**src/rtl/pwm_pkg.sv**
```systemverilog
package pwm_pkg;

    typedef enum logic {
        POL_ACT_HIGH = 1'b0,
        POL_ACT_LOW  = 1'b1
    } pol_e;

    // pin level for a given active state under a given polarity
    function automatic logic drive_level(input logic active, input pol_e pol);
        return active ^ logic'(pol);
    endfunction

endpackage

```
**src/rtl/pwm_period_ctr.sv**
```systemverilog
module pwm_period_ctr #(
    parameter int W = 8
) (
    input  logic         clk,
    input  logic         rst,
    input  logic         tick,
    input  logic [W-1:0] lim,
    output logic [W-1:0] cnt_o,
    output logic [W-1:0] cnt_nx_o,
    output logic         wrap_o
);

    typedef struct packed {
        logic [W-1:0] cnt;
    } ctr_s;

    ctr_s st_d, st_q;
    logic wrap;

    always_comb begin
        st_d = st_q;
        wrap = !rst && tick && (st_q.cnt == lim);
        if (rst) begin
            st_d.cnt = '0;
        end else if (wrap) begin
            st_d.cnt = '0;
        end else if (tick) begin
            st_d.cnt = st_q.cnt + 1'b1;
        end
    end

    always_ff @(posedge clk) begin
        st_q <= st_d;
    end

    assign cnt_o    = st_q.cnt;
    assign cnt_nx_o = st_d.cnt;
    assign wrap_o   = wrap;

endmodule

```
**src/rtl/pwm_shadow.sv**
```systemverilog
module pwm_shadow
    import pwm_pkg::*;
#(
    parameter int W = 8
) (
    input  logic         clk,
    input  logic         rst,
    input  logic         load,
    input  logic [W-1:0] per_i,
    input  logic [W-1:0] cmp_i,
    input  pol_e         pol_i,
    output logic [W-1:0] per_o,
    output logic [W-1:0] cmp_o,
    output pol_e         pol_o
);

    typedef struct packed {
        logic [W-1:0] per;
        logic [W-1:0] cmp;
        pol_e         pol;
    } shd_s;

    shd_s st_d, st_q;

    always_comb begin
        st_d = st_q;
        if (rst) begin
            st_d.per = '0;
            st_d.cmp = '0;
            st_d.pol = pol_i;
        end else if (load) begin
            st_d.per = per_i;
            st_d.cmp = cmp_i;
            st_d.pol = pol_i;
        end
    end

    always_ff @(posedge clk) begin
        st_q <= st_d;
    end

    assign per_o = st_q.per;
    assign cmp_o = st_q.cmp;
    assign pol_o = st_q.pol;

endmodule

```
**src/rtl/pwm_level.sv**
```systemverilog
module pwm_level #(
    parameter int W = 8
) (
    input  logic         clk,
    input  logic         rst,
    input  logic         tick,
    input  logic         wrap,
    input  logic [W-1:0] cnt_nx,
    input  logic [W-1:0] cmp_eff,
    output logic         act_o
);

    typedef struct packed {
        logic act;
    } lvl_s;

    lvl_s st_d, st_q;

    always_comb begin
        st_d = st_q;
        if (rst) begin
            st_d.act = 1'b0;
        end else if (wrap) begin
            // set at overflow unless the new width is zero
            st_d.act = (cmp_eff != '0);
        end else if (tick && (cnt_nx == cmp_eff)) begin
            st_d.act = 1'b0;
        end
    end

    always_ff @(posedge clk) begin
        st_q <= st_d;
    end

    assign act_o = st_q.act;

endmodule

```
**src/rtl/pwm_modulo_gen.sv**
```systemverilog
module pwm_modulo_gen
    import pwm_pkg::*;
#(
    parameter int W = 8
) (
    input  logic         clk,
    input  logic         rst,
    input  logic         tick_en,
    input  logic [W-1:0] modulo_i,
    input  logic [W-1:0] compare_i,
    input  logic         polarity_i,
    output logic         pwm_o
);

    logic [W-1:0] cnt_q;
    logic [W-1:0] cnt_nx;
    logic         wrap;
    logic [W-1:0] per_q;
    logic [W-1:0] cmp_q;
    pol_e         pol_q;
    logic [W-1:0] cmp_eff;
    logic         act_q;

    pwm_period_ctr #(.W(W)) u_ctr (
        .clk      (clk),
        .rst      (rst),
        .tick     (tick_en),
        .lim      (per_q),
        .cnt_o    (cnt_q),
        .cnt_nx_o (cnt_nx),
        .wrap_o   (wrap)
    );

    pwm_shadow #(.W(W)) u_shd (
        .clk   (clk),
        .rst   (rst),
        .load  (wrap),
        .per_i (modulo_i),
        .cmp_i (compare_i),
        .pol_i (pol_e'(polarity_i)),
        .per_o (per_q),
        .cmp_o (cmp_q),
        .pol_o (pol_q)
    );

    // the compare used this cycle: the incoming one at overflow
    assign cmp_eff = wrap ? compare_i : cmp_q;

    pwm_level #(.W(W)) u_lvl (
        .clk     (clk),
        .rst     (rst),
        .tick    (tick_en),
        .wrap    (wrap),
        .cnt_nx  (cnt_nx),
        .cmp_eff (cmp_eff),
        .act_o   (act_q)
    );

    assign pwm_o = drive_level(act_q, pol_q);

endmodule

```
**config.mk**
```make
export PLATFORM = sky130hd
export DESIGN_NAME = pwm_modulo_gen
export DESIGN_NICKNAME = d
export VERILOG_FILES = /design/src/rtl/pwm_pkg.sv /design/src/rtl/pwm_period_ctr.sv /design/src/rtl/pwm_shadow.sv /design/src/rtl/pwm_level.sv /design/src/rtl/pwm_modulo_gen.sv
export SDC_FILE = /design/constraint.sdc
export NUM_CORES = 1
export LEC_CHECK = 0
export BUFFER_PORTS_ARGS = -buffer_cell sky130_fd_sc_hd__buf_2
export CORE_MARGIN = 2
export CORE_UTILIZATION = 25
export CTS_CLUSTER_SIZE = 28
export DETAILED_ROUTE_END_ITERATION = 12
export GPL_TIMING_DRIVEN = 0
export PLACE_DENSITY = 0.43
export SYNTH_ARGS = -nofsm -noshare
export SYNTH_HDL_FRONTEND = slang
export SYNTH_HIERARCHICAL = 1
export SYNTH_SLANG_ARGS = --single-unit
```
**constraint.sdc**
```tcl
create_clock -name clk -period 3.8 [get_ports clk]
set_input_delay 0.19 -clock clk [delete_from_list [all_inputs] [get_ports clk]]
set_output_delay 0.19 -clock clk [all_outputs]
set_load 0.01 [all_outputs]
```
# Yosys cells after proc, flatten, opt, wreduce, memory -nomap -nowiden
# Cells that the tools add are included.
# W data, S select, Z words.
dict set report classes {
  n_addsub 1
  n_eq_ne 2
  n_mux 8
  n_bitwise 1
  reduce_logical 7
}
# cell n
set ops {}
lappend ops {{$mux W8} 4}
lappend ops {{$eq A8 B8 Y1} 2}
lappend ops {{$add A8 B1 Y8 const B} 1}
lappend ops {{$reduce_bool A8 Y1} 1}
lappend ops {{$mux W1} 4}
lappend ops {{$reduce_bool A2 Y1} 2}
lappend ops {{$logic_and A1 B1 Y1} 3}
lappend ops {{$logic_not A1 Y1} 1}
lappend ops {{$xor A1 B1 Y1} 1}
dict set report totals {
  reg_bits 26
  input_bits 20
  output_inout_bits 1
  word_cells 24
}

# Logic depth before layout (Yosys ltp)
# Gate-level depths: netlist (run 1).
dict set report depth {
  word_depth 9
  depth_mapped 9
  depth_no_buf 8
}

# By module
# The synthesis (run 1) kept the hierarchy.
# module n_inst cells_per_inst area_per_inst_um2 seq_area_each_um2
set modules_own_cells {}
lappend modules_own_cells {pwm_shadow 1 54 618.1 350.3}
lappend modules_own_cells {pwm_period_ctr 1 49 449.2 160.2}
lappend modules_own_cells {pwm_level 1 17 150.1 20.0}
lappend modules_own_cells {pwm_modulo_gen 1 10 140.1 0.0}

# Least setup slack after synthesis (run 1)
# No wires, ideal clock.
dict set report synth_timing {
  path_type {flip-flop to flip-flop}
  startpoint {register u_ctr.st_q (netlist bit u_ctr/cnt_o[2])}
  endpoint {register u_lvl.st_q (netlist: u_lvl/act_o)}
  setup_ns 0.127
  arrival_time_ns 2.140
  t_required_ns 3.673
  path_slack_ns 1.533
  path_stages_with_launch 10
  path_buffers 2
  period_less_slack_ns 2.267
  cell_sequence {dfxtp_1 -> clkbuf_2 -> xnor2_1 -> nand3_1 -> nor3_4 -> buf_6 -> mux2_4 -> xor2_1 -> nor4_2 -> a31oi_1}
}
dict set report synth_between {
  elab_cells_between_ends 12
  cone_classes {add/sub (1); eq/ne (2); mux (5); reduce/logical (4)}
}
# element line
set synth_rtl {}
lappend synth_rtl {{start, declared} pwm_period_ctr.sv:17} ;# ctr_s st_d, st_q;
lappend synth_rtl {{start signal, assigned} pwm_period_ctr.sv:33} ;# st_q <= st_d;
lappend synth_rtl {{$eq A8 B8 Y1 (*)} pwm_period_ctr.sv:22} ;# wrap = !rst && tick && (st_q.cnt == lim);
lappend synth_rtl {{$logic_and A1 B1 Y1 (*)} pwm_period_ctr.sv:22}
lappend synth_rtl {{named net wrap} pwm_modulo_gen.sv:17} ;# logic wrap;
lappend synth_rtl {{$mux W8 (*)} pwm_modulo_gen.sv:47} ;# assign cmp_eff = wrap ? compare_i : cmp_q;
lappend synth_rtl {{named net cmp_eff[4]} pwm_modulo_gen.sv:21} ;# logic [W-1:0] cmp_eff;
lappend synth_rtl {{$eq A8 B8 Y1} pwm_level.sv:26} ;# end else if (tick && (cnt_nx == cmp_eff)) begin
lappend synth_rtl {{$logic_and A1 B1 Y1} pwm_level.sv:26}
lappend synth_rtl {{$reduce_bool A2 Y1 (no source line)} -}
lappend synth_rtl {{end signal, assigned} pwm_level.sv:32} ;# st_q <= st_d;
lappend synth_rtl {{end, declared} pwm_level.sv:17} ;# lvl_s st_d, st_q;
# Mark *: on every way through the listed nets, which the timed path passes. The rest lies on a longest branch.
# A chain may end at the register's enable or synchronous reset.

# Final worst setup path (run 1)
dict set report layout_timing {
  startpoint {register u_ctr.st_q (netlist bit u_ctr/cnt_o[0])}
  endpoint {register u_lvl.st_q (netlist: u_lvl/act_o)}
}
# The elaborated chain is that of the path after synthesis.

==> impl_metrics.tcl, run 1 <==
set metrics [dict create \
    synth-main-ff-cell "dfxtp_1" \
    p_leak_nw 0.643 \
    required_ns 3.95 \
    criticalPathCategory "reg2reg" \
    ys_ff_latch 26 \
    place_congestion 0.738 \
    yosysTopAreaCellShare_pct 36.9 \
    cts_htree_levels 1 \
    synthArstFlopShare_pct 0 \
    clk_path_buf_depth 2 \
    fin_skew_ns 0.00331 \
    clock-sinks 26 \
    ctsResizeCount 0 \
    cts_setup_buffers 0 \
    drcViolationCount 0 \
    finalMaxSlewViolations 0 \
    cap_violations 0 \
    finalHoldViolations 0 \
    worstPathArrival_ns 2.71 \
    portBuffers 20 \
    worst-slew-pin-transition_ns 0.574 \
    synth_fp_nets 151 \
    via_count 973 \
    detail_route.wl_per_cell_um 12.3 \
    fill_cells 538 \
    setup-tns-final_ns 0 \
    synth_area_leaders "dfxtp_1 (37%), mux2i_1 (13%), mux2_4 (8.8%), xor2_1 (8.4%), xnor2_1 (7.1%)" \
    gr-total-overflow 0 \
    avgViaCountPerCell 4.34 \
    synth_cell_types 27 \
    antenna_found_initial 0 \
    power_mw 0.663 \
    layout.cells.non_filler 224 \
    first_pass_iters 4 \
    avgSynthCellArea_um2 10.4 \
    clkLatencyLatePin_ns 0.27 \
    worst-path-max-fanout 13 \
    cp-start-kind "register" \
    die_x_um 77.7 \
    drt-total-wl_um 2750 \
    synth_edf_count 1 \
    yosysSeqAreaShare_pct 39.1 \
    relSlewSlack_pct 61.6 \
    grt_max_degree 15 \
    antennaDiodeCount 0 \
    area_growth_pct 17.9 \
    final_area_um2 1600 \
    slowest_stage "nor3_4" \
    worst_setup_path_end_kind "register" \
    wl_met2_um 1330 \
    initial_core_util_pct 26.2 \
    clk_transition_reported_paths_ns 0.09 \
    hold_path.class "in2reg" \
    grt_usage_pct 9.59 \
    route.antenna.remaining_nets 0 \
    p_per_area_nw_per_um2 414 \
    finalNetCount 176 \
    dp.cells 220 \
    rsz0062_at_grt "false" \
    syn_area_um2 1360 \
    status "finished, final reports clean" \
    wl_met1_um 1290 \
    cts_buffers 3 \
    max_freq_mhz 391 \
    cts_root_buf "clkbuf_8" \
    cts_hold_buf 0 \
    fin_crit_ns 2.56 \
    yosysTopAreaCell "dfxtp_1" \
    yosysWarnings 6 \
    cts_tree "yes" \
    io_pins 21 \
    placed_cell_area_um2 1550 \
    grt_pass1_wl_um 4610 \
    syn_inst 130 \
    core_um2 5170 \
    slowest_delay_ns 0.53 \
    layout-drive-gt1-share_pct 27.3 \
    dieArea_um2 6040 \
    drt_iter0_drc 24 \
    finalSetupViolCount 0 \
    grt_pass1_vias 977 \
    wl_met3_um 105 \
    ir_drop_v 0.000147 \
    dr.max_layer_used "met4" \
    rows 26 \
    path_cells "xnor2_1, nand4_1, nor3_4, buf_6, mux2_4, nor4_1, a31o_2, a31oi_1" \
    finalCritPeriodShare_pct 67.4 \
    die_h_um 77.7 \
]
-- cell usage in the layout, fill, tap and decap left out, types with 2 or more instances in the layout --
master     n
dfxtp_1   25
nand4_1    5
nor4_1     2
mux2i_1   17
nand2_1    2
xnor2_1   11
nor2_1    18
buf_2     23
mux2_4     8
clkbuf_8   4
nor3_1     9
xor2_1    13
buf_6      2
-- power by group --
group | leakage (nW) | switching, mW | total [mW] | internal (mW)
combinational | 0.401 | 0.0839 | 0.177 | 0.0936
sequential | 0.213 | 0.0142 | 0.308 | 0.294
clock | 0.0288 | 0.0849 | 0.178 | 0.0926
total | 0.643 | 0.183 | 0.663 | 0.480
-- metrics by stage --
step | util, % | hold slack, ns | setup slack [ns]
detailed placement | 29.9 | 0.376 | 1.23
global placement | 29.9 | 0.371 | 1.20
global route | 30.9 | 0.0851 | 1.03
finish | 30.9 | 0.0928 | 1.24
floorplan | - | 0.289 | 1.53
CTS | 30.9 | 0.0850 | 1.22
-- logic make-up (layout without fill, tap and decap cells) --
group	after synthesis	in the layout	synth area share (%)
flops	26	26	39.1
mux	25	25	21.4
simple gates	43	43	16.6
xor+xnor	24	24	15.5
compound gates	3	3	1.66
buf+inv	8	32	4.88
fa+ha+maj	1	1	0.922
-- sequential cells by signal, indices dropped and copies added, names as in the netlist --
name         count
u_shd/pol_o      1
u_shd/cmp_o      8
u_lvl/act_o      1
u_shd/per_o      8
u_ctr/cnt_o      8
-- routing by layer --
layer	track usage, %	up-vias
li1	-	497
met1	11.3	456
met2	16.8	16
met3	2.09	4
met4	3.75	0
met5	0	-
-- final timing paths --
kind / startpoint / endpoint / slack, ns / cells after the start
hold reg to reg: u_shd/cmp_o[2]$_SDFFE_PP0P_ / u_shd/cmp_o[2]$_SDFFE_PP0P_ / 0.51 / 2
setup reg to reg: u_ctr/cnt_o[0]$_DFF_P_ / u_lvl/act_o$_SDFFE_PP0P_ / 1.24 / 8
setup / recovery: u_ctr/cnt_o[0]$_DFF_P_ / u_lvl/act_o$_SDFFE_PP0P_ / 1.24 / 8
hold / removal: polarity_i / u_shd/pol_o$_DFFE_PP_ / 0.09 / 1
-- area by class of cell --
cell class / instances / area [µm²] / area share, %
multi-input cells: 96 / 761 / 47.5
repair buffers: 20 / 100 / 6.25
flip-flops and latches: 26 / 531 / 33.2
well taps: 70 / 87.6 / 5.47
clock buffers: 4 / 55.1 / 3.44
plain buffers: 8 / 66.3 / 4.14
-- synthesized netlist by cell type (2+ instances only) --
cell type / number
nor3_1: 9
mux2_4: 8
buf_6: 2
buf_2: 3
nor4_1: 2
nand4_1: 5
xnor2_1: 11
mux2i_1: 17
nand2_1: 2
xor2_1: 13
nor2_1: 18
dfxtp_1: 25
-- worst max-delay path: cells and delay by family, from the launching register on --
family / cells / cell delay, ns
compound gates: 2 / 0.24
xor+xnor: 1 / 0.15
flops: 1 / 0.44
simple gates: 3 / 1.03
mux: 1 / 0.33
buf+inv: 1 / 0.25
(Power assumes the default switching activity.)
==> run 2, diff against run 1 <==
==> constraint.sdc (replaced) <==
create_clock -name clk -period 2.7 [get_ports clk]
set_input_delay 0.135 -clock clk [delete_from_list [all_inputs] [get_ports clk]]
set_output_delay 0.135 -clock clk [all_outputs]
set_load 0.01 [all_outputs]
==> impl_metrics.tcl, run 2 (same netlist as run 1, synthesis figures left out) <==
set metrics [dict create \
    status "finished, final reports clean" \
    fill_cells 539 \
    min_delay_path_depth 1 \
    setup-tns-final_ns 0 \
    fin_skew_ns 0.00346 \
    relSlewSlack_pct 73.5 \
    worst-slew-pin-transition_ns 0.398 \
    worst-path-max-fanout 8 \
    p_per_area_nw_per_um2 581 \
    fin_crit_ns 2.37 \
    holdPathEnd "u_shd/pol_o$_DFFE_PP_" \
    dp.cells 220 \
    power_mw 0.943 \
    grt_max_degree 15 \
    initial_core_util_pct 26.2 \
    finalHoldViolations 0 \
    ir_drop_v 0.000207 \
    drcViolationCount 0 \
    clk_transition_reported_paths_ns 0.09 \
    avgViaCountPerCell 4.32 \
    rows 26 \
    cts_htree_levels 1 \
    grt_usage_pct 9.59 \
    required_ns 2.85 \
    io_pins 21 \
    via_count 980 \
    cts_root_buf "clkbuf_8" \
    grt_pass1_wl_um 4610 \
    final_util_pct 31.4 \
    drt_iter0_drc 24 \
    die_x_um 77.7 \
    slowest_delay_ns 0.44 \
    timing.rr.start "u_ctr/cnt_o[0]$_DFF_P_" \
    cts_hold_buf 0 \
    gr-total-overflow 0 \
    criticalPathCategory "reg2reg" \
    antenna_found_initial 0 \
    layout_setup_ws_ns 0.332 \
    path_cells "xnor2_1, nand4_1, nor3_4, buf_6, mux2_4, nor4_1, a31o_2, a31oi_1" \
    r2r_slack_ns 0.33 \
    clock-sinks 26 \
    r2r_end "u_lvl/act_o$_SDFFE_PP0P_" \
    place_congestion 0.738 \
    clkLatencyLatePin_ns 0.27 \
    cp-start-kind "register" \
    slowest_stage "dfxtp_1" \
    cap_violations 0 \
    antennaDiodeCount 0 \
    route.antenna.remaining_nets 0 \
    final_area_um2 1620 \
    p_leak_nw 0.660 \
    cts_tree "yes" \
    layout.cells.non_filler 227 \
    detail_route.wl_per_cell_um 12.3 \
    worstPathArrival_ns 2.52 \
    finalSetupViolCount 0 \
    dieArea_um2 6040 \
    finalMaxSlewViolations 0 \
    place_ws_ns 0.133 \
    die_h_um 77.7 \
    rsz0062_at_grt "false" \
    finalNetCount 179 \
    hold_path_startpoint "polarity_i" \
    rr_worst_depth 8 \
    max_freq_mhz 422 \
    final_cell_mix "dfxtp_1 (25), buf_2 (23), nor2_1 (18), mux2i_1 (17), xor2_1 (13)" \
    clk_path_buf_depth 2 \
    cts_buffers 3 \
    area_growth_pct 19.5 \
    portBuffers 20 \
    grt_pass1_vias 977 \
    first_pass_iters 4 \
    timing.hold.ws_ns 0.0376 \
    layout_commonest_cell "dfxtp_1" \
    layout-drive-gt1-share_pct 28.7 \
    finalCritPeriodShare_pct 87.7 \
    placed_cell_area_um2 1550 \
    drt-total-wl_um 2790 \
    worst_setup_path_end_kind "register" \
    core_um2 5170 \
    hold_path.class "in2reg" \
]
## run 2: cell types whose count changed in the layout (fill, tap and decap cells not counted)
cell | before | now
buf_4 | 0 | 3
## run 2: worst max-delay path, delay by kind of cell (launching register included)
family          cells  cell delay (ns)
xor+xnor            1             0.15
compound gates      2             0.24
simple gates        3             0.86
flops               1             0.44
mux                 1             0.33
buf+inv             1             0.22
## run 2: final cells by class
class                   instances  area [µm²]  share of cell area, %
multi-input cells              96         761                   46.9
well taps                      70        87.6                   5.40
repair buffers                 23         123                   7.56
plain buffers                   8        66.3                   4.09
clock buffers                   4        55.1                   3.39
flip-flops and latches         26         531                   32.7
## run 2: worst max path at each step
stage | slack (ns) | startpoint | cells past startpoint | endpoint
finish | 0.33 | u_ctr/cnt_o[0]$_DFF_P_ | 8 | u_lvl/act_o$_SDFFE_PP0P_
global route | 0.19 | u_ctr/cnt_o[0]$_DFF_P_ | 8 | u_lvl/act_o$_SDFFE_PP0P_
CTS | 0.12 | u_ctr/cnt_o[0]$_DFF_P_ | 8 | u_lvl/act_o$_SDFFE_PP0P_
detailed placement | 0.13 | u_ctr/cnt_o[0]$_DFF_P_ | 8 | u_lvl/act_o$_SDFFE_PP0P_
global placement | 0.10 | u_ctr/cnt_o[2]$_DFF_P_ | 9 | u_lvl/act_o$_SDFFE_PP0P_
floorplan | 0.43 | u_ctr/cnt_o[2]$_DFF_P_ | 9 | u_lvl/act_o$_SDFFE_PP0P_
## run 2: report_power, final
group	switching, mW	leakage, nW	internal (mW)
Sequential	0.0200	0.213	0.413
Clock	0.120	0.0288	0.130
Combinational	0.120	0.418	0.140
Total	0.260	0.660	0.683
## run 2: metal layers
metal	up-vias	GRT usage [%]	share of wire, %
li1	501	-	-
met3	4	2.09	3.7
met5	-	0	0
met4	0	3.75	1.1
met2	17	16.8	49
met1	458	11.3	46
## run 2: repair_timing
action / CTS / global route
buffers inserted: 0 / 3
setup endpoints to repair: 0 / 1
resized for setup: 0 / 0
